<file path="config.mk">
export PLATFORM = sky130hd
export DESIGN_NAME = pgflash_rd
export DESIGN_NICKNAME = d
export VERILOG_FILES = /design/src/rtl/pgflash_pkg.sv /design/src/rtl/pgflash_wait.sv /design/src/rtl/pgflash_addr.sv /design/src/rtl/pgflash_rd.sv
export SDC_FILE = /design/constraint.sdc
export NUM_CORES = 1
export LEC_CHECK = 0
export ABC_AREA = 1
export BUFFER_PORTS_ARGS = -buffer_cell sky130_fd_sc_hd__buf_4
export CAP_MARGIN = 20
export CORE_UTILIZATION = 50
export CTS_BUF_LIST = sky130_fd_sc_hd__clkbuf_2
export DETAILED_ROUTE_END_ITERATION = 8
export PLACE_DENSITY = 0.86
export SETUP_SLACK_MARGIN = 0.5
export SYNTH_ARGS = -nofsm -noshare
export SYNTH_HDL_FRONTEND = slang
export SYNTH_SLANG_ARGS = --single-unit
</file>
<file path="constraint.sdc">
create_clock -name clk -period 4.6 [get_ports clk]
set_clock_uncertainty 0.1 [all_clocks]
set_input_delay 0.92 -clock clk [delete_from_list [all_inputs] [get_ports clk]]
set_output_delay 0.92 -clock clk [all_outputs]
set_load 0.02 [all_outputs]
</file>
<file path="src/rtl/pgflash_pkg.sv">
`timescale 1ns/1ps
package pgflash_pkg;
    localparam int ADDR_W = 24;
    localparam int DATA_W = 16;
    localparam int WAIT_W = 4;
    localparam int LEN_W  = 8;
    localparam int PIDX_W = 4;

    typedef enum logic [1:0] {
        PG_4   = 2'd0,
        PG_8   = 2'd1,
        PG_16  = 2'd2,
        PG_16X = 2'd3
    } page_sel_e;

    typedef struct packed {
        logic active;
        logic adv_n;
    } seq_state_t;

    typedef struct packed {
        logic              valid;
        logic [DATA_W-1:0] data;
    } rsp_t;

    // low-address mask that must be all zero at a page start
    function automatic logic [PIDX_W-1:0] page_mask(page_sel_e sel);
        case (sel)
            PG_4:    return 4'h3;
            PG_8:    return 4'h7;
            default: return 4'hF;
        endcase
    endfunction
endpackage

</file>
<file path="src/rtl/pgflash_wait.sv">
`timescale 1ns/1ps
module pgflash_wait #(
    parameter int WAIT_W = 4
) (
    input  logic              clk,
    input  logic              rst,
    input  logic              load,
    input  logic              first,
    input  logic [WAIT_W-1:0] fw,
    input  logic [WAIT_W-1:0] pw,
    output logic              done
);
    localparam int CNT_W = WAIT_W + 1;

    logic [CNT_W-1:0] cnt;

    always_ff @(posedge clk) begin
        if (rst) begin
            cnt <= '0;
        end else if (load) begin
            cnt <= first ? (CNT_W'(fw) + CNT_W'(1)) : CNT_W'(pw);
        end else if (cnt != '0) begin
            cnt <= cnt - CNT_W'(1);
        end
    end

    assign done = (cnt == '0);
endmodule

</file>
<file path="src/rtl/pgflash_addr.sv">
`timescale 1ns/1ps
module pgflash_addr
    import pgflash_pkg::*;
#(
    parameter int ADDR_W = 24,
    parameter int LEN_W  = 8
) (
    input  logic              clk,
    input  logic              rst,
    input  logic              start,
    input  logic [ADDR_W-1:0] start_addr,
    input  logic [LEN_W-1:0]  start_len,
    input  logic              step,
    input  page_sel_e         page_sel,
    output logic [ADDR_W-1:0] addr,
    output logic              last,
    output logic              next_first
);
    logic [LEN_W-1:0]  left;
    logic [ADDR_W-1:0] nxt;

    assign nxt = addr + ADDR_W'(1);

    always_ff @(posedge clk) begin
        if (rst) begin
            addr <= '0;
            left <= '0;
        end else if (start) begin
            addr <= start_addr;
            left <= start_len;
        end else if (step) begin
            addr <= nxt;
            left <= left - LEN_W'(1);
        end
    end

    assign last       = (left == LEN_W'(1));
    assign next_first = ((nxt[PIDX_W-1:0] & page_mask(page_sel)) == '0);
endmodule

</file>
<file path="src/rtl/pgflash_rd.sv">
`timescale 1ns/1ps
module pgflash_rd
    import pgflash_pkg::*;
#(
    parameter int AW = ADDR_W,
    parameter int DW = DATA_W,
    parameter int WW = WAIT_W,
    parameter int LW = LEN_W
) (
    input  logic          clk,
    input  logic          rst,
    input  logic          req_valid,
    input  logic [AW-1:0] req_addr,
    input  logic [LW-1:0] req_len,
    input  logic [1:0]    cfg_page,
    input  logic [WW-1:0] cfg_first_wait,
    input  logic [WW-1:0] cfg_page_wait,
    output logic          busy,
    output logic          rsp_valid,
    output logic [DW-1:0] rsp_data,
    output logic          mem_cs_n,
    output logic          mem_adv_n,
    output logic [AW-1:0] mem_addr,
    output logic          mem_oe_n,
    output logic [DW/8-1:0] mem_be_n,
    input  logic [DW-1:0] mem_data_in
);
    localparam int BE_W = DW / 8;

    seq_state_t st;
    rsp_t       rsp;
    page_sel_e  psel;
    logic       accept, word_end, more, wait_done, last_word, next_first, load_first;

    assign psel       = page_sel_e'(cfg_page);
    assign accept     = req_valid && !st.active && (req_len != '0);
    assign word_end   = st.active && wait_done;
    assign more       = word_end && !last_word;
    assign load_first = accept || next_first;

    pgflash_wait #(.WAIT_W(WW)) u_wait (
        .clk   (clk),
        .rst   (rst),
        .load  (accept || more),
        .first (load_first),
        .fw    (cfg_first_wait),
        .pw    (cfg_page_wait),
        .done  (wait_done)
    );

    pgflash_addr #(.ADDR_W(AW), .LEN_W(LW)) u_addr (
        .clk        (clk),
        .rst        (rst),
        .start      (accept),
        .start_addr (req_addr),
        .start_len  (req_len),
        .step       (word_end),
        .page_sel   (psel),
        .addr       (mem_addr),
        .last       (last_word),
        .next_first (next_first)
    );

    always_ff @(posedge clk) begin
        if (rst) begin
            st.active <= 1'b0;
            st.adv_n  <= 1'b1;
            rsp.valid <= 1'b0;
            rsp.data  <= '0;
        end else begin
            if (accept)
                st.active <= 1'b1;
            else if (word_end && last_word)
                st.active <= 1'b0;

            if (accept)
                st.adv_n <= 1'b0;
            else if (more)
                st.adv_n <= !next_first;
            else
                st.adv_n <= 1'b1;

            rsp.valid <= word_end;
            if (word_end)
                rsp.data <= mem_data_in;
        end
    end

    assign busy      = st.active;
    assign mem_cs_n  = !st.active;
    assign mem_oe_n  = !st.active;
    assign mem_adv_n = st.adv_n;
    assign rsp_valid = rsp.valid;
    assign rsp_data  = rsp.data;

    for (genvar b = 0; b < BE_W; b++) begin : g_be
        assign mem_be_n[b] = !st.active;
    end
endmodule

</file>
## After elaboration in Yosys (flattened, before gate mapping)

Cells that the tools add are included.

| storage, ports and cells | value |
|---|---|
| output and inout port bits | 47 |
| input bits | 61 |
| register bits after elaboration | 56 |
| word-level logic and storage cells | 44 |

| cells by class | value |
|---|---|
| eq/ne operators | 2 |
| multiplexer cells | 12 |
| reductions and logical operators | 18 |
| bitwise gates (word level) | 1 |
| add/sub/neg operators | 4 |

Operator list:

| kind | count |
|---|---|
| 24-bit 2-to-1 mux | 2 |
| 24-bit by 1-bit adder with 24-bit output (second input constant) | 1 |
| 8-bit 2-to-1 mux | 2 |
| 5-bit 2-to-1 mux | 3 |
| 8-bit by 1-bit equality test with 1-bit output (second input constant) | 1 |
| 4-bit one-hot mux with 2 select lines | 1 |
| 8-bit nonzero test | 1 |
| 8-bit by 1-bit subtractor with 8-bit output (second input constant) | 1 |
| 2-bit nonzero test | 3 |
| 4-bit by 1-bit adder with 5-bit output (second input constant) | 1 |
| 1-bit logical AND | 5 |
| 5-bit logical NOT | 1 |
| 5-bit nonzero test | 1 |
| 5-bit by 1-bit subtractor with 5-bit output (second input constant) | 1 |
| 4-bit bitwise AND | 1 |
| 4-bit logical NOT | 1 |
| 1-bit 2-to-1 mux | 4 |
| 1-bit logical NOT | 3 |
| 2-bit by 1-bit equality test with 1-bit output (second input constant) | 1 |
| 2-bit logical NOT | 1 |
| 1-bit logical OR | 2 |

## Logic depth before layout (Yosys ltp)

Gate-level depths: netlist of run 1.

| depth | value |
|---|---|
| depth in word-level cells | 7 |
| mapped depth | 11 |
| depth with buffers taken out | 11 |

## Hierarchy

From an unflattened synthesis of run 1, not the netlist that was laid out.

| unflattened totals | value |
|---|---|
| cell total of the unflattened synthesis | 494 |
| area total of the unflattened synthesis | 3344.5 µm² |

By module, submodules not included:

| module | times used | cells an instance | area each (µm²) | seq. area each (µm²) |
|---|---|---|---|---|
| pgflash_addr | 1 | 321 | 2138.3 | 640.6 |
| pgflash_rd | 1 | 99 | 764.5 | 380.4 |
| pgflash_wait | 1 | 74 | 441.7 | 100.1 |

## Least setup slack after synthesis of run 1

OpenSTA, ideal clock, no wires.

| timing path | value |
|---|---|
| kind | in2reg |
| from | in req_len[4] |
| to | reg u_addr.addr[4] |
| setup time | 0.128 ns |
| slack | 2.577 ns |
| arrival time | 1.795 ns |
| stages | 9 |
| data required time | 4.372 ns |
| path buffers | 1 |
| cells stage by stage | nor2_1 > nand2_1 > o21ai_2 > inv_1 > clkbuf_1 > nand2_1 > o21ai_1 > a21oi_1 > nor2_1 |

| on the way | value |
|---|---|
| word-level cells in the longest chain between the ends | 3 |
| elaborated cells on any way between the ends | 4 |
| those cells by class | mux (1); reduce/logical (3) |

RTL lines:

| what | line | RTL |
|---|---|---|
| start, declared | pgflash_rd.sv:14 | `input logic [LW-1:0] req_len,` |
| 8-bit nonzero test * | pgflash_rd.sv:36 | `assign accept = req_valid && !st.active && (req_len != '0);` |
| 1-bit logical AND * | pgflash_rd.sv:36 |  |
| 24-bit 2-to-1 mux / 2-bit nonzero test (equally long branches) | -- |  |
| end signal, assigned | pgflash_addr.sv:29 | `addr <= start_addr;` |
| end signal, assigned | pgflash_addr.sv:32 | `addr <= nxt;` |
| end, declared | pgflash_addr.sv:15 | `output logic [ADDR_W-1:0] addr,` |

Every way passes the cells marked *; elsewhere a longest branch is shown, timed or not.
A chain may end at the register's enable or synchronous reset.

## Worst setup path in the final report of run 1

| timing path | value |
|---|---|
| from | reg u_wait.cnt[0] |
| to | reg u_addr.addr[20] |

| on the way | value |
|---|---|
| word-level cells in the longest chain between the ends | 3 |

RTL lines:

| what | line | RTL |
|---|---|---|
| start, declared | pgflash_wait.sv:15 | `logic [CNT_W-1:0] cnt;` |
| start signal, assigned | pgflash_wait.sv:21 | `cnt <= first ? (CNT_W'(fw) + CNT_W'(1)) : CNT_W'(pw);` |
| start signal, assigned | pgflash_wait.sv:23 | `cnt <= cnt - CNT_W'(1);` |
| 5-bit logical NOT | pgflash_wait.sv:27 | `assign done = (cnt == '0);` |
| 1-bit logical AND | pgflash_rd.sv:37 | `assign word_end = st.active && wait_done;` |
| 2-bit nonzero test (no source line) | -- |  |

Every way passes these cells.

==> results of run 1 <==
## synth_stat cells (all sizes together)
master    n  area [um2]
inv      43         161
nand3b    8        85.1
a21oi    23         119
o211ai   10        75.1
a31oi    13        81.3
o21a      1        7.51
nor3      7        45.0
nand4     7        43.8
or2       5        31.3
nor3b     1        12.5
clkbuf    8        32.5
buf      15         105
nor2     79         335
dfxtp    56        1120
clkinv    1        3.75
ha        6        75.1
o21ai    39         199
xnor2     3        26.3
nand3    34         170
xor2      8        70.1
nand2   134         528
## metrics by stage
stage | cells | util, % | total power [mW] | hold WS, ns | worst slack, ns
2_1_floorplan | 501 | - | 0.982 | 0.354 | 2.58
3_3_place_gp | 663 | 64.2 | 1.14 | 0.366 | 1.72
3_5_place_dp | 663 | 64.2 | 1.16 | 0.396 | 1.64
4_1_cts | 671 | 64.8 | 1.35 | 0.425 | 1.83
5_1_grt | 671 | 64.8 | 1.44 | 0.438 | 1.54
6_report | 671 | 64.8 | 1.35 | 0.425 | 1.78
## worst max path at each step
stage / cells past startpoint / endpoint / from / slack [ns]
final: 10 / u_addr.addr[20] / u_wait.cnt[0] / 1.78
after global routing: 10 / u_addr.addr[20] / u_wait.cnt[0] / 1.54
after CTS: 10 / u_addr.addr[20] / u_wait.cnt[0] / 1.83
after global placement: 9 / u_addr.addr[20] / req_len[4] / 1.72
after floorplan: 9 / u_addr.addr[4] / req_len[4] / 2.58
after detailed placement: 11 / u_addr.left[5] / req_len[3] / 1.64
## placed cells by master (no fill, tap or decap)
master | Yosys | final
a21oi_1 | 22 | 22
a21oi_2 | 1 | 1
a31oi_1 | 13 | 13
buf_4 | 7 | 108
clkbuf_2 | 2 | 6
clkinv_1 | 1 | 2
clkinvlp_4 | 0 | 1
dfxtp_1 | 56 | 56
ha_1 | 6 | 6
inv_1 | 40 | 40
inv_2 | 3 | 3
nand2_1 | 124 | 124
nand2_2 | 10 | 10
nand3_1 | 34 | 34
nand3b_1 | 6 | 6
nand3b_4 | 2 | 2
nand4_1 | 7 | 7
nor2_1 | 73 | 73
nor2_2 | 3 | 3
nor2_4 | 2 | 2
nor2_8 | 1 | 1
nor3_1 | 5 | 5
nor3_2 | 2 | 2
nor3b_2 | 1 | 1
o211ai_1 | 10 | 10
o21a_1 | 1 | 1
o21ai_0 | 32 | 32
o21ai_1 | 6 | 6
o21ai_2 | 1 | 1
or2_1 | 1 | 1
or2_2 | 4 | 4
xnor2_1 | 3 | 3
xor2_1 | 8 | 8
## routing by layer
layer / vias to the layer above / part of all wire, %
li1: 1814 / -
met1: 1691 / 43
met2: 171 / 47
met3: 19 / 7.8
met4: 0 / 2.4
met5: - / 0
## cell families after synthesis
family          Yosys count  synth area share [%]
buf+inv                  67                  9.10
xor+xnor                 11                  2.89
compound gates           86                  14.5
simple gates            275                  37.6
fa+ha+maj                 6                  2.26
flops                    56                  33.7
## where the power goes
group | internal (mW) | switching (mW) | total, mW
sequential | 0.555 | 0.0698 | 0.625
combinational | 0.215 | 0.315 | 0.530
clock | 0.0378 | 0.155 | 0.193
## registers in the layout (all words and copies together), names as in the netlist
signal	count
u_wait.cnt	5
u_addr.addr	24
busy	1
rsp_data	16
u_addr.left	8
mem_adv_n	1
rsp_valid	1
## critical path, stage by stage (launching register included)
cell,delay (ns)
dfxtp_1,0.41
inv_1,0.06
ha_1,0.26
nand3b_4,0.16
nor2_8,0.40
inv_2,0.39
nand2_2,0.37
inv_2,0.24
nor2_1,0.16
nand2_1,0.07
a21oi_1,0.11
## area by class of cell
type / instances / area, um2 / area share, %
multi-input combinational: 378 / 1900 / 46.0
clock buffer: 6 / 30.0 / 0.726
tap: 77 / 96.3 / 2.33
sequential: 56 / 1120 / 27.1
inverter: 44 / 165 / 3.99
timing repair buffer: 108 / 811 / 19.6
clock inverter: 2 / 11.3 / 0.272
==> results.toml, run 1 <==
[synth]
ys_seq_area_share_pct = 33.7
netlist_instances = 501
synth_area_mm2 = 0.00333
ys_seq_elements = 56
yosysUniqueCellTypes = 35
synth_warnings = 0
syn-num-nets = 568
syn_area_per_cell_um2 = 6.64

[place]
dpl.hpwl_mm = 6.57
port_buffers = 107
place_congestion = 0.942
post_dp_cell_area_mm2 = 0.00410

[grt]
grt_max_degree = 33
grt_pass1_wl_mm = 15.5
grt_util_met1_pct = 33.4
busiest_layer = "met2"
grt_pass1_vias = 3556
antenna_found_initial = 0
grtUsageTotal_pct = 26.7
gr-total-overflow = 0
grtUsageMet3_pct = 6.43
grt.met2_usage_pct = 44.1

[power_and_ir_drop]
vdd_ir_drop_max_mv = 0.208
p_per_area_mw_per_mm2 = 326
p_leak_nw = 1.87

[final_layout]
num-nets-final = 660
syn_to_final_growth_pct = 24.4
design_area_mm2 = 0.00414
fill_cells = 572
insertedDiodeCount = 0
drive_above_1_share_pct = 24.4

[critical_path]
cp_max_fo = 32
cp_data_required_time_ns = 4.90
endpoint_kind = "register"
criticalPathCategory = "reg2reg"
r2r-end = "u_addr.addr[20]"
r2r-start = "u_wait.cnt[0]"
ff2ff_setup_slack_ns = 1.78
startpoint_type = "register"
cp_data_arrival_time_ns = 3.13
rr_worst_depth = 10

[clock_network]
clk_latency_ns = 0.46
cts_made_buffers = 5
cts.reportedPaths.clkPinSlew_ns = 0.28
holdBufCountCts = 0
cts_tree = "yes"
postCtsSetupBuffers = 0
cts.sinks = 56
cts.repair.resized = 0
cts_root_buf = "clkbuf_2"
htreeDepth = 2
cts_buffer_depth = 2

[drt]
drt_iter0_markers = 323
vias = 3695
drc = 0
ant_nets = 0
dr.pass1.iters = 5
via_per_inst = 5.51
wl_mm = 9.09
wire_per_inst_um = 13.6

[floorplanning]
fp-row-count = 29
die-area_mm2 = 0.00699
initial_core_util_pct = 52.1
core_mm2 = 0.00639
die_w_um = 83.6
die_h_um = 83.6
io_pins = 108

[min_path]
hold_end = "u_wait.cnt[4]"
min_from = "u_wait.cnt[4]"
hold_path_depth = 2
min_path_type = "reg2reg"

[outcome]
outcome = "finished clean"

[timing]
worst_pin_slew_ns = 0.743
fmaxAchievable_mhz = 354
tns_ns = 0
rsz0062_at_grt = "false"
slew_violations = 0
maxSlewHeadroom_pct = 50.2
finalCritPeriodShare_pct = 61.3
period_needed_ns = 2.82
setup_viol = 0
hold_viol = 0

[run]
drv_cap = 0
Power figures use the tool's default switching activity.
==> run 2, diff against run 1 <==
- ABC_AREA: 1 -> 0
- PLACE_DENSITY: 0.86 -> 0.88
- clock period: 4.6 -> 2.6 ns (I/O delays scaled with it)
==> results.toml, run 2 <==
[timing]
fmaxAchievable_mhz = 419
rsz0062_at_grt = "true"
period_needed_ns = 2.39
tns_ns = 0
setup_viol = 0
slew_violations = 0
maxSlewHeadroom_pct = 48.0
finalCritPeriodShare_pct = 91.8
whs_ns = 0.0897
worst_slack_ns = 0.213
worst_pin_slew_ns = 0.777
hold_viol = 0

[outcome]
outcome = "finished clean"

[grt]
grt_pass1_wl_mm = 14.1
grtUsageTotal_pct = 29.4
gr-total-overflow = 0
grt_max_degree = 50
grt_pass1_vias = 3040
antenna_found_initial = 0

[power_and_ir_drop]
p_per_area_mw_per_mm2 = 568
power.internal_mw = 1.48
comb_power_share_pct = 39.8
vdd_ir_drop_max_mv = 0.417
power_frac_clock_pct = 16.4
swShare_pct = 38.2
switchingPower_uw = 913
seqPwrFrac_pct = 43.8
p_leak_nw = 1.78

[final_layout]
syn_to_final_growth_pct = 48.0
num-nets-final = 560
insertedDiodeCount = 0
largest_register_ffs = 24
top_register = "u_addr.addr"
mostFrequentLayoutCells = "142 x buf_4, 52 x dfxtp_1, 49 x nand2_1"
drive_above_1_share_pct = 39.5
final_common_cell = "buf_4"

[synth]
synthAdderAreaFrac_pct = 2.64
synth_flop_cell = "dfxtp_1"
synth_compound_area_share_pct = 23.9
synth_warnings = 0
async_flop_share_pct = 0
yosysUniqueCellTypes = 55
yosysMostFrequentCell = "dfxtp_1"
synth_area_mm2 = 0.00285
yosys.area_share.simple_pct = 24.6
syn_area_per_cell_um2 = 7.93
yosysTopAreaCellShare_pct = 39.4
synthTopCellsByArea = "dfxtp_1 39%, a21oi_1 7.6%, nand2_1 6.6%"
syn-num-nets = 426
synth_top_family_by_area = "simple AND/OR/NAND/NOR gates"
synth_edf_count = 0
ys_seq_area_share_pct = 39.4
netlist_instances = 359
synth_top_area_cell = "dfxtp_1"
synth-xor-area-share_pct = 2.77
synthTopCellsByCount = "56 x dfxtp_1, 50 x nand2_1, 43 x a21oi_1, 25 x nor2_1, 21 x o21ai_0"
ys_seq_elements = 56
muxShareOfSynthArea_pct = 1.14

[critical_path]
startpoint_type = "register"
cp.depth = 8
rr_worst_depth = 8
r2r-end = "u_wait.cnt[0]"
r2r-start = "u_wait.cnt[1]"
cp_cell_sequence = "inv_2 > ha_4 > or4b_4 > a311o_1 > buf_6 > a21oi_2 > nor2_1 > a2111oi_2"
cp_max_fo = 6
endpoint_kind = "register"
critPathCapture = "u_wait.cnt[0]"
slowest_delay_ns = 0.52
ff2ff_setup_slack_ns = 0.21
slowest_stage = "or4b_4"
cp_data_required_time_ns = 2.91
criticalPathCategory = "reg2reg"
cp_num_buf_inv = 2
cp_data_arrival_time_ns = 2.70
path_delay_family = "compound AO/OA/AOI/OAI gates"
crit_start = "u_wait.cnt[1]"

[drt]
drc = 0
vias = 3416
wl_mm = 9.52
via_per_inst = 6.04
drt_iter0_markers = 333
dr.pass1.iters = 5
ant_nets = 0
wire_per_inst_um = 16.8

[floorplanning]
fp-row-count = 27
io_pins = 108
die_w_um = 77.5
initial_core_util_pct = 51.7
die_h_um = 77.5
core_mm2 = 0.00551
die-area_mm2 = 0.00600

[clock_network]
cts_made_buffers = 5
cts_buffer_depth = 2
clk_latency_ns = 0.51
cts_root_buf = "clkbuf_2"
cts_tree = "yes"
cts.sinks = 56
cts.reportedPaths.clkPinSlew_ns = 0.33
htreeDepth = 2
holdBufCountCts = 0

[place]
port_buffers = 107
dpl_worst_slack_ns = 0.0988
dpl.hpwl_mm = 5.94
place_congestion = 0.884

[min_path]
min_from = "mem_data_in[4]"
min_path_type = "in2reg"

[run]
drv_cap = 0
## run 2: cell count changes after synthesis, moves of 6 or more
cell,change
or3_1,+7
a21oi_1,+21
o21ai_0,-11
clkbuf_1,+9
o21ai_1,-6
nand2_2,-10
inv_1,-27
nand2_1,-74
nand3_1,-20
nor2_1,-48
## run 2: power groups by stage
stage / clock network [mW] / registers [mW] / logic [mW]
2_1_floorplan: 0 / 1.10 / 0.395
3_3_place_gp: 0 / 1.04 / 0.709
3_5_place_dp: 0 / 1.05 / 0.729
4_1_cts: 0.383 / 1.03 / 0.828
5_1_grt: 0.431 / 1.06 / 1.01
6_report: 0.393 / 1.05 / 0.953
## run 2: worst register-to-register path, cell delays in order (launching register included)
cell and delay [ns]:
dfxtp_2 0.40, inv_2 0.07, ha_4 0.13, or4b_4 0.52, a311o_1 0.34, buf_6 0.15, a21oi_2 0.13, nor2_1 0.07
a2111oi_2 0.39
## run 2: through the flow
step	area (um2)	total power, mW	cells	util [%]
after floorplan	2880	1.49	359	-
after global placement	3800	1.75	532	69.1
after detailed placement	3800	1.78	532	69.1
after CTS	4040	2.24	555	73.4
after global routing	4220	2.50	566	76.6
final	4220	2.39	566	76.6
## run 2: metal layers
layer / GRT usage [%] / vias to the layer above / wire length, um
met1: 37.5 / 1625 / 3870
li1: - / 1582 / -
met4: 10.6 / 0 / 264
met2: 48.1 / 178 / 4730
met5: 0 / - / 0
met3: 7.06 / 31 / 666
## run 2: worst min path at each step
stage                                to  slack [ns]  cells past startpoint
after detailed placement   rsp_data[12]        0.35                      2
final                       rsp_data[4]        0.09                      3
after global placement     rsp_data[11]        0.34                      2
after CTS                   rsp_data[2]        0.11                      3
after floorplan           u_wait.cnt[4]        0.37                      2
after global routing        rsp_data[5]        0.05                      3
## run 2: logic make-up (layout without fill, tap and decap cells)
group           Yosys count  in the layout
compound gates          110            110
xor+xnor                  9              9
fa+ha+maj                 6              6
buf+inv                  37            172
flops                    56             56
mux                       3              3
simple gates            138            138
## run 2: what timing repair did
item                       in CTS  in global routing
gates cloned                    0                  1
setup buffers                  15                 10
pin swaps                      10                 15
gates resized for setup        23                 22
setup endpoints to repair      35                 47
## run 2: cell type report
cell class	instances	area, um2
multi-input cells	266	1720
fillers	385	1290
well taps	72	90.1
inverters	14	53.8
repair buffers	150	1180
clock buffers	5	25.0
clock inverters	3	26.3
flip-flops and latches	56	1130
==> run 3, diff against run 2 <==
- ABC_CLOCK_PERIOD_IN_PS: not set -> 2600
- CORE_UTILIZATION: 50 -> 49
- CTS_BUF_LIST: sky130_fd_sc_hd__clkbuf_2 -> not set
- PLACE_DENSITY: 0.88 -> 0.87
==> results.toml, run 3 (synthesis results as in run 2) <==
[outcome]
outcome = "finished clean"

[timing]
period_needed_ns = 2.35
setup_viol = 0
rsz0062_at_grt = "true"
hold_viol = 0
fmaxAchievable_mhz = 425
worst_pin_slew_ns = 0.535
worst_slack_ns = 0.249
maxSlewHeadroom_pct = 64.4
tns_ns = 0
finalCritPeriodShare_pct = 90.4
whs_ns = 0.306
slew_violations = 0

[power_and_ir_drop]
p_leak_nw = 1.79
vdd_ir_drop_max_mv = 0.493
p_per_area_mw_per_mm2 = 592

[grt]
grt_pass1_wl_mm = 14.3
antenna_found_initial = 0
gr-total-overflow = 0
grt_pass1_vias = 3147
grt_max_degree = 50
grtUsageTotal_pct = 29.3

[final_layout]
drive_above_1_share_pct = 40.0
top_register = "u_addr.addr"
num-nets-final = 556
final_common_cell = "buf_4"
syn_to_final_growth_pct = 51.1
fill_cells = 371
largest_register_ffs = 24
design_area_mm2 = 0.00430
mostFrequentLayoutCells = "132 x buf_4, 52 x dfxtp_1, 47 x nand2_1"
insertedDiodeCount = 0
fin_util_pct = 77.7

[clock_network]
cts.reportedPaths.clkPinSlew_ns = 0.11
clk_latency_ns = 0.32
cts_made_buffers = 5
cts_tree = "yes"
cts_root_buf = "clkbuf_8"
cts.sinks = 56
htreeDepth = 2
cts_buffer_depth = 2

[drt]
ant_nets = 0
drt_iter0_markers = 310
wl_mm = 10.2
dr.pass1.iters = 5
via_per_inst = 6.23
drc = 0
vias = 3504
wire_per_inst_um = 18.2

[critical_path]
criticalPathCategory = "reg2reg"
cp_num_buf_inv = 2
path_delay_family = "compound AO/OA/AOI/OAI gates"
cp_cell_sequence = "inv_2 > ha_4 > or4b_4 > buf_6 > a311o_2 > a211oi_2 > o2111ai_1 > a21oi_1"
startpoint_type = "register"
cp_data_arrival_time_ns = 2.50
slowest_delay_ns = 0.50
endpoint_kind = "register"
cp_data_required_time_ns = 2.75
ff2ff_setup_slack_ns = 0.25
r2r-start = "u_wait.cnt[1]"
crit_start = "u_wait.cnt[1]"
cp_max_fo = 6
slowest_stage = "or4b_4"

[place]
post_dp_cell_area_mm2 = 0.00378
dpl.hpwl_mm = 6.06
place_congestion = 0.892
port_buffers = 107
dpl_worst_slack_ns = 0.150

[floorplanning]
fp-row-count = 27
initial_core_util_pct = 51.4
die-area_mm2 = 0.00612
die_w_um = 78.2
io_pins = 108
die_h_um = 78.2
core_mm2 = 0.00554

[min_path]
min_from = "cfg_first_wait[0]"
min_path_type = "in2reg"

[run]
drv_cap = 0
[run 3: repair_timing]
action,in CTS,in global routing
buffers inserted,11,13
setup endpoints to repair,43,52
hold buffers,0,0
gates resized for setup,18,37
cloned,0,1
endpoints found under the hold margin,0,0
pin swaps,14,27
[run 3: through the flow]
| stage | cells | total power [mW] |
|---|---|---|
| after floorplan | 359 | 1.49 |
| after global placement | 529 | 1.76 |
| after detailed placement | 529 | 1.78 |
| after CTS | 548 | 2.34 |
| after global routing | 562 | 2.64 |
| final | 562 | 2.55 |
[run 3: worst reg2reg max path, delay by kind of cell, from the launching register on]
kind	cells	cell delay [ns]
compound gates	4	0.97
simple gates	1	0.50
buf+inv	2	0.24
flops	1	0.35
fa+ha+maj	1	0.13
[run 3: routing by layer]
layer  global-route usage, %  wire (um)  part of all wire, %  vias up
met5                       0          0                    0        -
met4                    12.6        497                  4.9        0
met3                    4.42        759                  7.4       61
met2                    49.9       5020                   49      240
met1                    36.6       3940                   39     1634
li1                        -          -                    -     1569
[run 3: path summary, 6_finish.rpt]
path | to | cells past startpoint
max | u_wait.cnt[4] | 8
min | u_wait.cnt[0] | 2
max reg2reg | u_wait.cnt[4] | 8
min reg2reg | rsp_data[0] | 2
[run 3: area by class of cell]
class / count / area (um2) / area share (%)
clock buffer: 7 / 86.3 / 2.01
clock inverter: 1 / 7.51 / 0.174
inverter: 14 / 52.6 / 1.22
multi-input combinational: 266 / 1760 / 40.9
sequential: 56 / 1130 / 26.2
tap: 72 / 90.1 / 2.09
timing repair buffer: 146 / 1180 / 27.4
[run 3: power by group]
| part | leakage, nW | internal, mW | switching, mW |
|---|---|---|---|
| Combinational | 1.28 | 0.464 | 0.520 |
| Clock | 0.0445 | 0.218 | 0.297 |
| Sequential | 0.461 | 0.946 | 0.101 |
